File: src/rtl/led_seq_pkg.sv
package led_seq_pkg;
  typedef logic [7:0] pat_byte_t;
  localparam pat_byte_t PAT_TERM  = 8'hFF;
  localparam int        LEVEL_POS = 4;
  localparam int        MULT_W    = 4;
  localparam int        MULT_MAX  = (1 << MULT_W) - 1;

  function automatic pat_byte_t pack_entry(input logic level, input logic [MULT_W-1:0] mult);
    pat_byte_t b;
    b = '0;
    b[LEVEL_POS] = level;
    b[MULT_W-1:0] = mult;
    return b;
  endfunction
endpackage

File: src/rtl/led_pattern_rom.sv
module led_pattern_rom
  import led_seq_pkg::*;
#(
  parameter int DEPTH    = 128,
  parameter int MSG_BITS = 8,
  parameter logic [MSG_BITS-1:0] MSG_WORD = '0,
  localparam int ADDR_W  = $clog2(DEPTH)
) (
  input  logic [ADDR_W-1:0] rd_addr,
  output pat_byte_t         rd_data,
  output pat_byte_t         first_data
);
  pat_byte_t table_q [DEPTH];

  for (genvar i = 0; i < DEPTH; i++) begin : g_entry
    if (i >= 2 * MSG_BITS) begin : g_term
      assign table_q[i] = PAT_TERM;
    end else if ((i % 2) == 1) begin : g_gap
      assign table_q[i] = pack_entry(1'b0, MULT_W'(1));
    end else begin : g_mark
      assign table_q[i] = pack_entry(1'b1, MSG_WORD[i/2] ? MULT_W'(3) : MULT_W'(1));
    end
  end

  assign rd_data    = table_q[rd_addr];
  assign first_data = table_q[0];
endmodule

File: src/rtl/led_pattern_player.sv
module led_pattern_player
  import led_seq_pkg::*;
#(
  parameter int DEPTH      = 128,
  parameter int HOLD_SCALE = 10,
  localparam int ADDR_W    = $clog2(DEPTH),
  localparam int HOLD_MAX  = MULT_MAX * HOLD_SCALE,
  localparam int HOLD_W    = $clog2(HOLD_MAX + 1)
) (
  input  logic              clk,
  input  logic              rst_n,
  input  logic              tick,
  input  pat_byte_t         rd_data,
  input  pat_byte_t         first_data,
  output logic [ADDR_W-1:0] rd_addr,
  output logic              led
);
  logic [ADDR_W-1:0] ptr_q, ptr_d;
  logic [HOLD_W-1:0] hold_q, hold_d;
  logic              led_q, led_d;
  pat_byte_t         entry;
  logic              is_term;

  assign is_term = (rd_data == PAT_TERM);
  assign entry   = is_term ? first_data : rd_data;

  always_comb begin
    ptr_d  = ptr_q;
    hold_d = hold_q;
    led_d  = led_q;
    if (tick) begin
      if (hold_q != '0) begin
        hold_d = hold_q - HOLD_W'(1);
      end else begin
        ptr_d  = is_term ? ADDR_W'(1) : ptr_q + ADDR_W'(1);
        led_d  = entry[LEVEL_POS];
        hold_d = HOLD_W'(entry[MULT_W-1:0]) * HOLD_W'(HOLD_SCALE);
      end
    end
  end

  always_ff @(posedge clk) begin
    if (!rst_n) begin
      ptr_q  <= '0;
      hold_q <= '0;
      led_q  <= 1'b0;
    end else begin
      ptr_q  <= ptr_d;
      hold_q <= hold_d;
      led_q  <= led_d;
    end
  end

  assign rd_addr = ptr_q;
  assign led     = led_q;

  a_r2_player_idle: assert property (@(posedge clk) disable iff (!rst_n)
    !tick |=> ($stable(ptr_q) && $stable(hold_q) && $stable(led_q)));
  a_r3_level_held: assert property (@(posedge clk) disable iff (!rst_n)
    (tick && hold_q != '0) |=> ($stable(led_q) && $stable(ptr_q)));
  a_r3_hold_bound: assert property (@(posedge clk) disable iff (!rst_n)
    hold_q <= HOLD_W'(HOLD_MAX));
  a_r4_term_wrap: assert property (@(posedge clk) disable iff (!rst_n)
    (tick && hold_q == '0 && rd_data == PAT_TERM) |=> (ptr_q == ADDR_W'(1)));
endmodule

File: src/rtl/led_heartbeat.sv
module led_heartbeat #(
  parameter int PERIOD_W   = 8,
  parameter int MIN_PERIOD = 30,
  parameter int MAX_PERIOD = 126,
  parameter int ON_TICKS   = 7,
  localparam int CNT_W     = PERIOD_W + 1
) (
  input  logic                clk,
  input  logic                rst_n,
  input  logic                tick,
  input  logic [PERIOD_W-1:0] period_in,
  output logic                led
);
  logic [PERIOD_W-1:0] cnt_q, cnt_d;
  logic [PERIOD_W-1:0] period_q, period_d;
  logic [PERIOD_W-1:0] dist_q, dist_d;
  logic                led_q, led_d;
  logic [CNT_W-1:0]    cnt_inc;
  logic [PERIOD_W-1:0] clamped;
  logic                on_hit, off_hit;

  always_comb begin
    if (period_in < PERIOD_W'(MIN_PERIOD))      clamped = PERIOD_W'(MIN_PERIOD);
    else if (period_in > PERIOD_W'(MAX_PERIOD)) clamped = PERIOD_W'(MAX_PERIOD);
    else                                        clamped = period_in;
  end

  assign cnt_inc = {1'b0, cnt_q} + CNT_W'(1);
  assign on_hit  = (cnt_q == '0) || (cnt_q == dist_q);
  assign off_hit = ({1'b0, cnt_q} == CNT_W'(ON_TICKS)) ||
                   ({1'b0, cnt_q} == ({1'b0, dist_q} + CNT_W'(ON_TICKS)));

  always_comb begin
    cnt_d    = cnt_q;
    period_d = period_q;
    dist_d   = dist_q;
    led_d    = led_q;
    if (tick) begin
      if (on_hit)       led_d = 1'b1;
      else if (off_hit) led_d = 1'b0;
      if (cnt_inc > {1'b0, period_q}) begin
        cnt_d    = '0;
        period_d = clamped;
        dist_d   = clamped >> 2;
      end else begin
        cnt_d = cnt_inc[PERIOD_W-1:0];
      end
    end
  end

  always_ff @(posedge clk) begin
    if (!rst_n) begin
      cnt_q    <= '0;
      period_q <= PERIOD_W'(MAX_PERIOD);
      dist_q   <= PERIOD_W'(MAX_PERIOD / 4);
      led_q    <= 1'b0;
    end else begin
      cnt_q    <= cnt_d;
      period_q <= period_d;
      dist_q   <= dist_d;
      led_q    <= led_d;
    end
  end

  assign led = led_q;

  a_r2_beat_idle: assert property (@(posedge clk) disable iff (!rst_n)
    !tick |=> ($stable(cnt_q) && $stable(led_q) && $stable(period_q)));
  a_r5_on_at_zero: assert property (@(posedge clk) disable iff (!rst_n)
    (tick && cnt_q == '0) |=> led_q);
  a_r5_off_at_width: assert property (@(posedge clk) disable iff (!rst_n)
    (tick && cnt_q == PERIOD_W'(ON_TICKS) && cnt_q != dist_q) |=> !led_q);
  a_r6_cnt_in_period: assert property (@(posedge clk) disable iff (!rst_n)
    cnt_q <= period_q);
  a_r7_period_hold: assert property (@(posedge clk) disable iff (!rst_n)
    (!tick || cnt_q != period_q) |=> $stable(period_q));
  a_r8_period_range: assert property (@(posedge clk) disable iff (!rst_n)
    (period_q >= PERIOD_W'(MIN_PERIOD)) && (period_q <= PERIOD_W'(MAX_PERIOD)));
endmodule

File: src/rtl/led_blink_seq.sv
module led_blink_seq
  import led_seq_pkg::*;
#(
  parameter int PERIOD_W   = 8,
  parameter int MIN_PERIOD = 30,
  parameter int MAX_PERIOD = 126,
  parameter int ON_TICKS   = 7,
  parameter int HOLD_SCALE = 10,
  parameter int ROM_DEPTH  = 128,
  parameter int MSG_BITS   = 8,
  parameter logic [MSG_BITS-1:0] MSG_WORD = 8'hB5,
  localparam int ADDR_W    = $clog2(ROM_DEPTH)
) (
  input  logic                clk,
  input  logic                rst_n,
  input  logic                tick,
  input  logic [PERIOD_W-1:0] period_in,
  output logic                hb_led,
  output logic                msg_led
);
  logic [ADDR_W-1:0] rom_addr;
  pat_byte_t         rom_data;
  pat_byte_t         rom_first;

  led_heartbeat #(
    .PERIOD_W  (PERIOD_W),
    .MIN_PERIOD(MIN_PERIOD),
    .MAX_PERIOD(MAX_PERIOD),
    .ON_TICKS  (ON_TICKS)
  ) u_beat (
    .clk      (clk),
    .rst_n    (rst_n),
    .tick     (tick),
    .period_in(period_in),
    .led      (hb_led)
  );

  led_pattern_rom #(
    .DEPTH   (ROM_DEPTH),
    .MSG_BITS(MSG_BITS),
    .MSG_WORD(MSG_WORD)
  ) u_rom (
    .rd_addr   (rom_addr),
    .rd_data   (rom_data),
    .first_data(rom_first)
  );

  led_pattern_player #(
    .DEPTH     (ROM_DEPTH),
    .HOLD_SCALE(HOLD_SCALE)
  ) u_player (
    .clk       (clk),
    .rst_n     (rst_n),
    .tick      (tick),
    .rd_data   (rom_data),
    .first_data(rom_first),
    .rd_addr   (rom_addr),
    .led       (msg_led)
  );

  a_r9_first_is_mark: assert property (@(posedge clk) disable iff (!rst_n)
    rom_first[LEVEL_POS] && (rom_first != PAT_TERM));
endmodule

File: config.mk
export PLATFORM = sky130hd
export DESIGN_NAME = led_blink_seq
export DESIGN_NICKNAME = d
export VERILOG_FILES = /design/src/rtl/led_seq_pkg.sv /design/src/rtl/led_pattern_rom.sv /design/src/rtl/led_pattern_player.sv /design/src/rtl/led_heartbeat.sv /design/src/rtl/led_blink_seq.sv
export SDC_FILE = /design/constraint.sdc
export NUM_CORES = 1
export LEC_CHECK = 0
export BUFFER_PORTS_ARGS = -buffer_cell sky130_fd_sc_hd__buf_2
export CORE_MARGIN = 10
export CORE_UTILIZATION = 30
export CTS_CLUSTER_DIAMETER = 200
export DETAILED_ROUTE_END_ITERATION = 16
export PLACE_DENSITY = 0.53
export SLEW_MARGIN = 20
export SYNTH_ARGS = -nofsm -noshare
export SYNTH_HDL_FRONTEND = slang
export SYNTH_HIERARCHICAL = 1
export SYNTH_SLANG_ARGS = --single-unit
File: constraint.sdc
create_clock -name clk -period 3.4 [get_ports clk]
set_clock_uncertainty 0.1 [all_clocks]
set_input_delay 0.68 -clock clk [delete_from_list [all_inputs] [get_ports clk]]
set_output_delay 0.68 -clock clk [all_outputs]
set_load 0.02 [all_outputs]
==> results of run 1 <==
-- registers in the layout (all words and copies together), names as in the netlist --
signal,flops
u_beat/cnt_q,8
u_beat/period_q,8
u_player/hold_q,8
u_player/rd_addr,7
u_beat/led,1
u_player/led,1
-- how the worst min path moves through the flow --
| stage | slack, ps | startpoint | depth (start not counted) | to |
|---|---|---|---|---|
| global route | 410 | u_player/led | 2 | u_player/led |
| CTS | 380 | u_player/led | 2 | u_player/led |
| detailed placement | 360 | u_player/led | 2 | u_player/led |
| finish | 370 | u_player/led | 2 | u_player/led |
| global placement | 360 | u_player/led | 2 | u_player/led |
| floorplan | 350 | u_beat/period_q[1] | 2 | u_beat/period_q[1] |
-- power breakdown --
part	switching (mW)	internal (mW)	leakage, nW
clock	0.149	0.183	0.0542
combinational	0.208	0.132	0.742
sequential	0.0547	0.424	0.268
total	0.412	0.740	1.07
-- area by class of cell --
type                    instances  area (µm²)  share of cell area [%]
multi-input cells             249        1720                    61.8
inverters                      19        71.3                    2.56
repair buffers                 17        97.6                    3.51
flip-flops and latches         33         661                    23.7
clock buffers                   7        96.3                    3.46
clock inverters                 1        5.00                   0.180
well taps                     105         131                    4.72
-- worst max-delay path, stage by stage, from the launching register on --
cell,delay [ps]
dfxtp_1,400
and3b_1,210
o31ai_2,430
nand2_1,180
o41ai_1,520
nor2_1,90
ha_1,250
ha_1,280
mux2i_1,170
nor2_1,70
o221a_2,260
-- through the flow --
| stage | util, % | setup WS (ps) | cell area (µm²) |
|---|---|---|---|
| 2_1_floorplan | - | 787 | 2620 |
| 3_3_place_gp | 32.2 | 336 | 2680 |
| 3_5_place_dp | 32.2 | 327 | 2680 |
| 4_1_cts | 33.4 | 300 | 2780 |
| 5_1_grt | 33.4 | 5.45 | 2780 |
| 6_report | 33.4 | 345 | 2780 |
-- metal layers --
| layer | share of wire [%] | track usage (%) |
|---|---|---|
| met1 | 56 | 14.3 |
| met4 | 1.0 | 2.54 |
| met5 | 0 | 0 |
| met3 | 3.6 | 2.22 |
| met2 | 40 | 12.8 |
==> flow_summary_export.csv, run 1 <==
group,metric,value,unit
timing,setup_tns,0,ps
clock_tree,cts_tree,"yes",
critical_path,cp.arrival,3130,ps
detailed_routing,dr.pass1.iters,4,
clock_tree,cts_max_path_buffers,2,
clock_tree,post_cts_buffers,0,
detailed_routing,ant_nets,0,
synthesis,ys_warn_count,6,
timing,max_freq,327,MHz
placement,dp_hpwl,4650,µm
placement,dp_cells,423,
detailed_routing,wirelength,6140,µm
critical_path,setup.worst_path.end,"u_player/hold_q[5]",
cells_and_area,syn2layout_area_growth,7.02,%
grt,grt_pass1_wl,10300,µm
detailed_routing,drc,0,
power,cellLeakagePower,1.07,nW
synthesis,syn_area,0.00260,mm²
grt,grt_max_degree,29,
synthesis,syn_area_per_cell,8.10,µm²
floorplanning,row_count,33,
clock_tree,hold_buffers,0,
grt,grt_pass1_vias,2085,
critical_path,cp.required,3480,ps
clock_tree,cts_buffers,5,
clock_tree,insertion_delay,280,ps
detailed_routing,vias_per_cell,5.32,
grt,grt_usage,9.47,%
placement,portBuffers,12,
critical_path,r2r_end,"u_player/hold_q[5]",
grt,grt_antenna_before_repair,0,
critical_path,timing.rr.start,"u_player/rd_addr[1]",
clock_tree,clockRootBuffer,"clkbuf_8",
floorplanning,start_util,31.2,%
power,p_total,1.15,mW
timing,rsz0062_at_grt,"no",
cells_and_area,antenna_cells,0,
timing,finalCritPeriodShare,89.9,%
clock_tree,clk_pin_slew_worst_paths,70,ps
timing,tightest_slew,587,ps
floorplanning,coreArea,0.00834,mm²
synthesis,synth_cells,321,
timing,slew_violations,0,
placement,gp_congestion,0.847,
critical_path,reg2regPathDepth,10,
floorplanning,die_x,113,µm
detailed_routing,drtIter0Drc,166,
detailed_routing,wire_per_inst,14.2,µm
clock_tree,numClockSinks,33,
run_status,outcome,"finished clean",
critical_path,cp_max_fo,6,
cells_and_area,layout-drive-gt1-share,12.3,%
floorplanning,io_pins,13,
power,ir_drop,177,µV
detailed_routing,via_count,2293,
critical_path,setup.worst_path.start_class,"flip-flop",
timing,setup_viol,0,
grt,overflow,0,
clock_tree,htree_levels,2,
timing,fin_hold_ws,372,ps
timing,hold_viol,0,
power,power_density,414,mW/mm²
cells_and_area,fill_cells,896,
cells_and_area,final_common_cell,"dfxtp_1",
critical_path,crit_start,"u_player/rd_addr[1]",
critical_path,critical_path_class,"reg2reg",
clock_tree,ctsResizeCount,0,
critical_path,end_kind,"flip-flop",
floorplanning,die_height,113,µm
cells_and_area,fin_nets,353,
timing,slew-limit-headroom,60.4,%
critical_path,reg2reg_slack,340,ps
timing,period_needed,3060,ps
job,maxCapViolCount,0,
cells_and_area,final_cell_mix,"dfxtp_1 (33), nand2_1 (26), inv_1 (18), nor2_1 (18), xnor2_1 (18)",
cells_and_area,stdcell_count,431,
worst_hold_path,hold_path.class,"reg2reg",
floorplanning,die-area,0.0128,mm²
No activity file was read; power rests on OpenSTA's default activity.
==> run 2, diff against run 1 <==
ABC_AREA = 1   (was not set)
clock period = 3.6 ns   (was 3.4 ns; I/O delays follow)
==> flow_summary_export.csv, run 2 <==
group,metric,value,unit
placement,dpl_cell_area,0.00297,mm²
clock_tree,cts_buffers,5,
detailed_routing,drc,0,
grt,grt_usage,10.3,%
timing,hold_viol,0,
cells_and_area,fin_nets,467,
worst_hold_path,hold_path.class,"reg2reg",
floorplanning,die_x,117,µm
synthesis,synth_cells,431,
cells_and_area,antenna_cells,0,
placement,gp_congestion,0.901,
timing,finalCritPeriodShare,76.3,%
floorplanning,start_util,30.7,%
synthesis,syn_area,0.00284,mm²
floorplanning,coreArea,0.00924,mm²
clock_tree,cts_tree,"yes",
cells_and_area,layout-drive-gt1-share,16.1,%
placement,dp_hpwl,5200,µm
critical_path,end_kind,"flip-flop",
cells_and_area,top_regs,"u_beat/cnt_q: 8 flops, u_beat/period_q: 8 flops, u_player/hold_q: 8 flops",
cells_and_area,final_cell_mix,"nand2_1 (105), inv_1 (58), nand3_1 (34)",
critical_path,cp.required,3700,ps
critical_path,setup.worst_path.start_class,"flip-flop",
cells_and_area,finalInstanceArea,0.00309,mm²
detailed_routing,drtIter0Drc,117,
clock_tree,ctsResizeCount,0,
detailed_routing,ant_nets,0,
critical_path,slowest_delay,490,ps
clock_tree,htree_levels,2,
critical_path,critical_path_class,"reg2reg",
power,power_density,354,mW/mm²
timing,max_freq,364,MHz
detailed_routing,wire_per_inst,11.4,µm
grt,grt_antenna_before_repair,0,
clock_tree,clk_pin_slew_worst_paths,80,ps
clock_tree,post_cts_buffers,0,
power,cellLeakagePower,1.47,nW
grt,grt_pass1_vias,2477,
grt,grt_pass1_wl,11500,µm
clock_tree,numClockSinks,33,
clock_tree,cts_max_path_buffers,2,
floorplanning,die-area,0.0138,mm²
cells_and_area,syn2layout_area_growth,8.73,%
floorplanning,io_pins,13,
critical_path,cp.arrival,2850,ps
synthesis,syn_area_per_cell,6.59,µm²
timing,slew_violations,0,
job,maxCapViolCount,0,
detailed_routing,wirelength,6480,µm
run_status,outcome,"finished clean",
placement,portBuffers,12,
timing,rsz0062_at_grt,"no",
power,ir_drop,262,µV
timing,setup_viol,0,
floorplanning,row_count,35,
synthesis,ys_warn_count,6,
critical_path,cpMaxStageDelayCell,"dfxtp_1",
critical_path,cp_max_fo,9,
detailed_routing,via_count,2604,
detailed_routing,dr.pass1.iters,4,
clock_tree,insertion_delay,290,ps
timing,fin_hold_ws,376,ps
floorplanning,die_height,117,µm
detailed_routing,vias_per_cell,4.58,
timing,setup_tns,0,ps
critical_path,path_cells,"ha_1 -> nand2_2 -> nor2_4 -> xor2_1 -> inv_1 -> ha_1 -> nand2_1 -> nor2_1 -> nand3_2 -> nand3_4 -> nand2_1 -> inv_1 -> nor2_1",
clock_tree,hold_buffers,0,
timing,period_needed,2750,ps
grt,grt_max_degree,23,
grt,overflow,0,
cells_and_area,final_common_cell,"nand2_1",
clock_tree,clockRootBuffer,"clkbuf_8",
==> run 2: area by class of cell <==
| type | count | area, µm² |
|---|---|---|
| Inverter | 67 | 253 |
| Fill cell | 1008 | 6150 |
| Multi-Input combinational cell | 319 | 1820 |
| Sequential cell | 33 | 661 |
| Tap cell | 129 | 161 |
| Timing Repair Buffer | 13 | 67.6 |
| Clock inverter | 2 | 37.5 |
| Clock buffer | 6 | 82.6 |
==> run 2: routing by layer <==
layer  vias up  global-route usage, %  routed length [µm]
li1       1396                      -                   -
met1      1169                   13.4                3260
met2        33                   16.8                2920
met3         6                   2.14                 228
met4         0                   3.05                  72
met5         -                      0                   0
==> run 2: power breakdown <==
part	switching, mW	leakage [nW]	internal, mW	total [mW]
Clock	0.153	0.0574	0.225	0.378
Sequential	0.0297	0.269	0.393	0.423
Combinational	0.187	1.15	0.106	0.293
==> run 2: path summary, 6_finish.rpt <==
kind | start | endpoint | slack (ps) | cells past startpoint
worst max register to register | u_beat/cnt_q[0] | u_beat/period_q[0] | 850 | 13
worst min-delay path | u_beat/led | u_beat/led | 380 | 2
worst min register to register | u_beat/led | u_beat/led | 380 | 2
worst max-delay path | u_beat/cnt_q[0] | u_beat/period_q[0] | 850 | 13
==> run 2: per-stage QoR <==
step           util [%]  cells  setup WS, ps  power [mW]
2_1_floorplan         -    435          1140       0.668
3_3_place_gp       32.1    561           936       0.722
3_5_place_dp       32.1    561           858       0.723
4_1_cts            33.4    569           847        1.11
5_1_grt            33.4    569           573        1.18
6_report           33.4    569           852        1.09
==> run 2: worst max-delay path: cells and delay by family (launching register included) <==
family	cells	cell delay, ps
adder cells (fa/ha/maj)	2	540
AND/OR/NAND/NOR	8	1190
flip-flops	1	490
buffers and inverters	2	120
XOR/XNOR	1	210
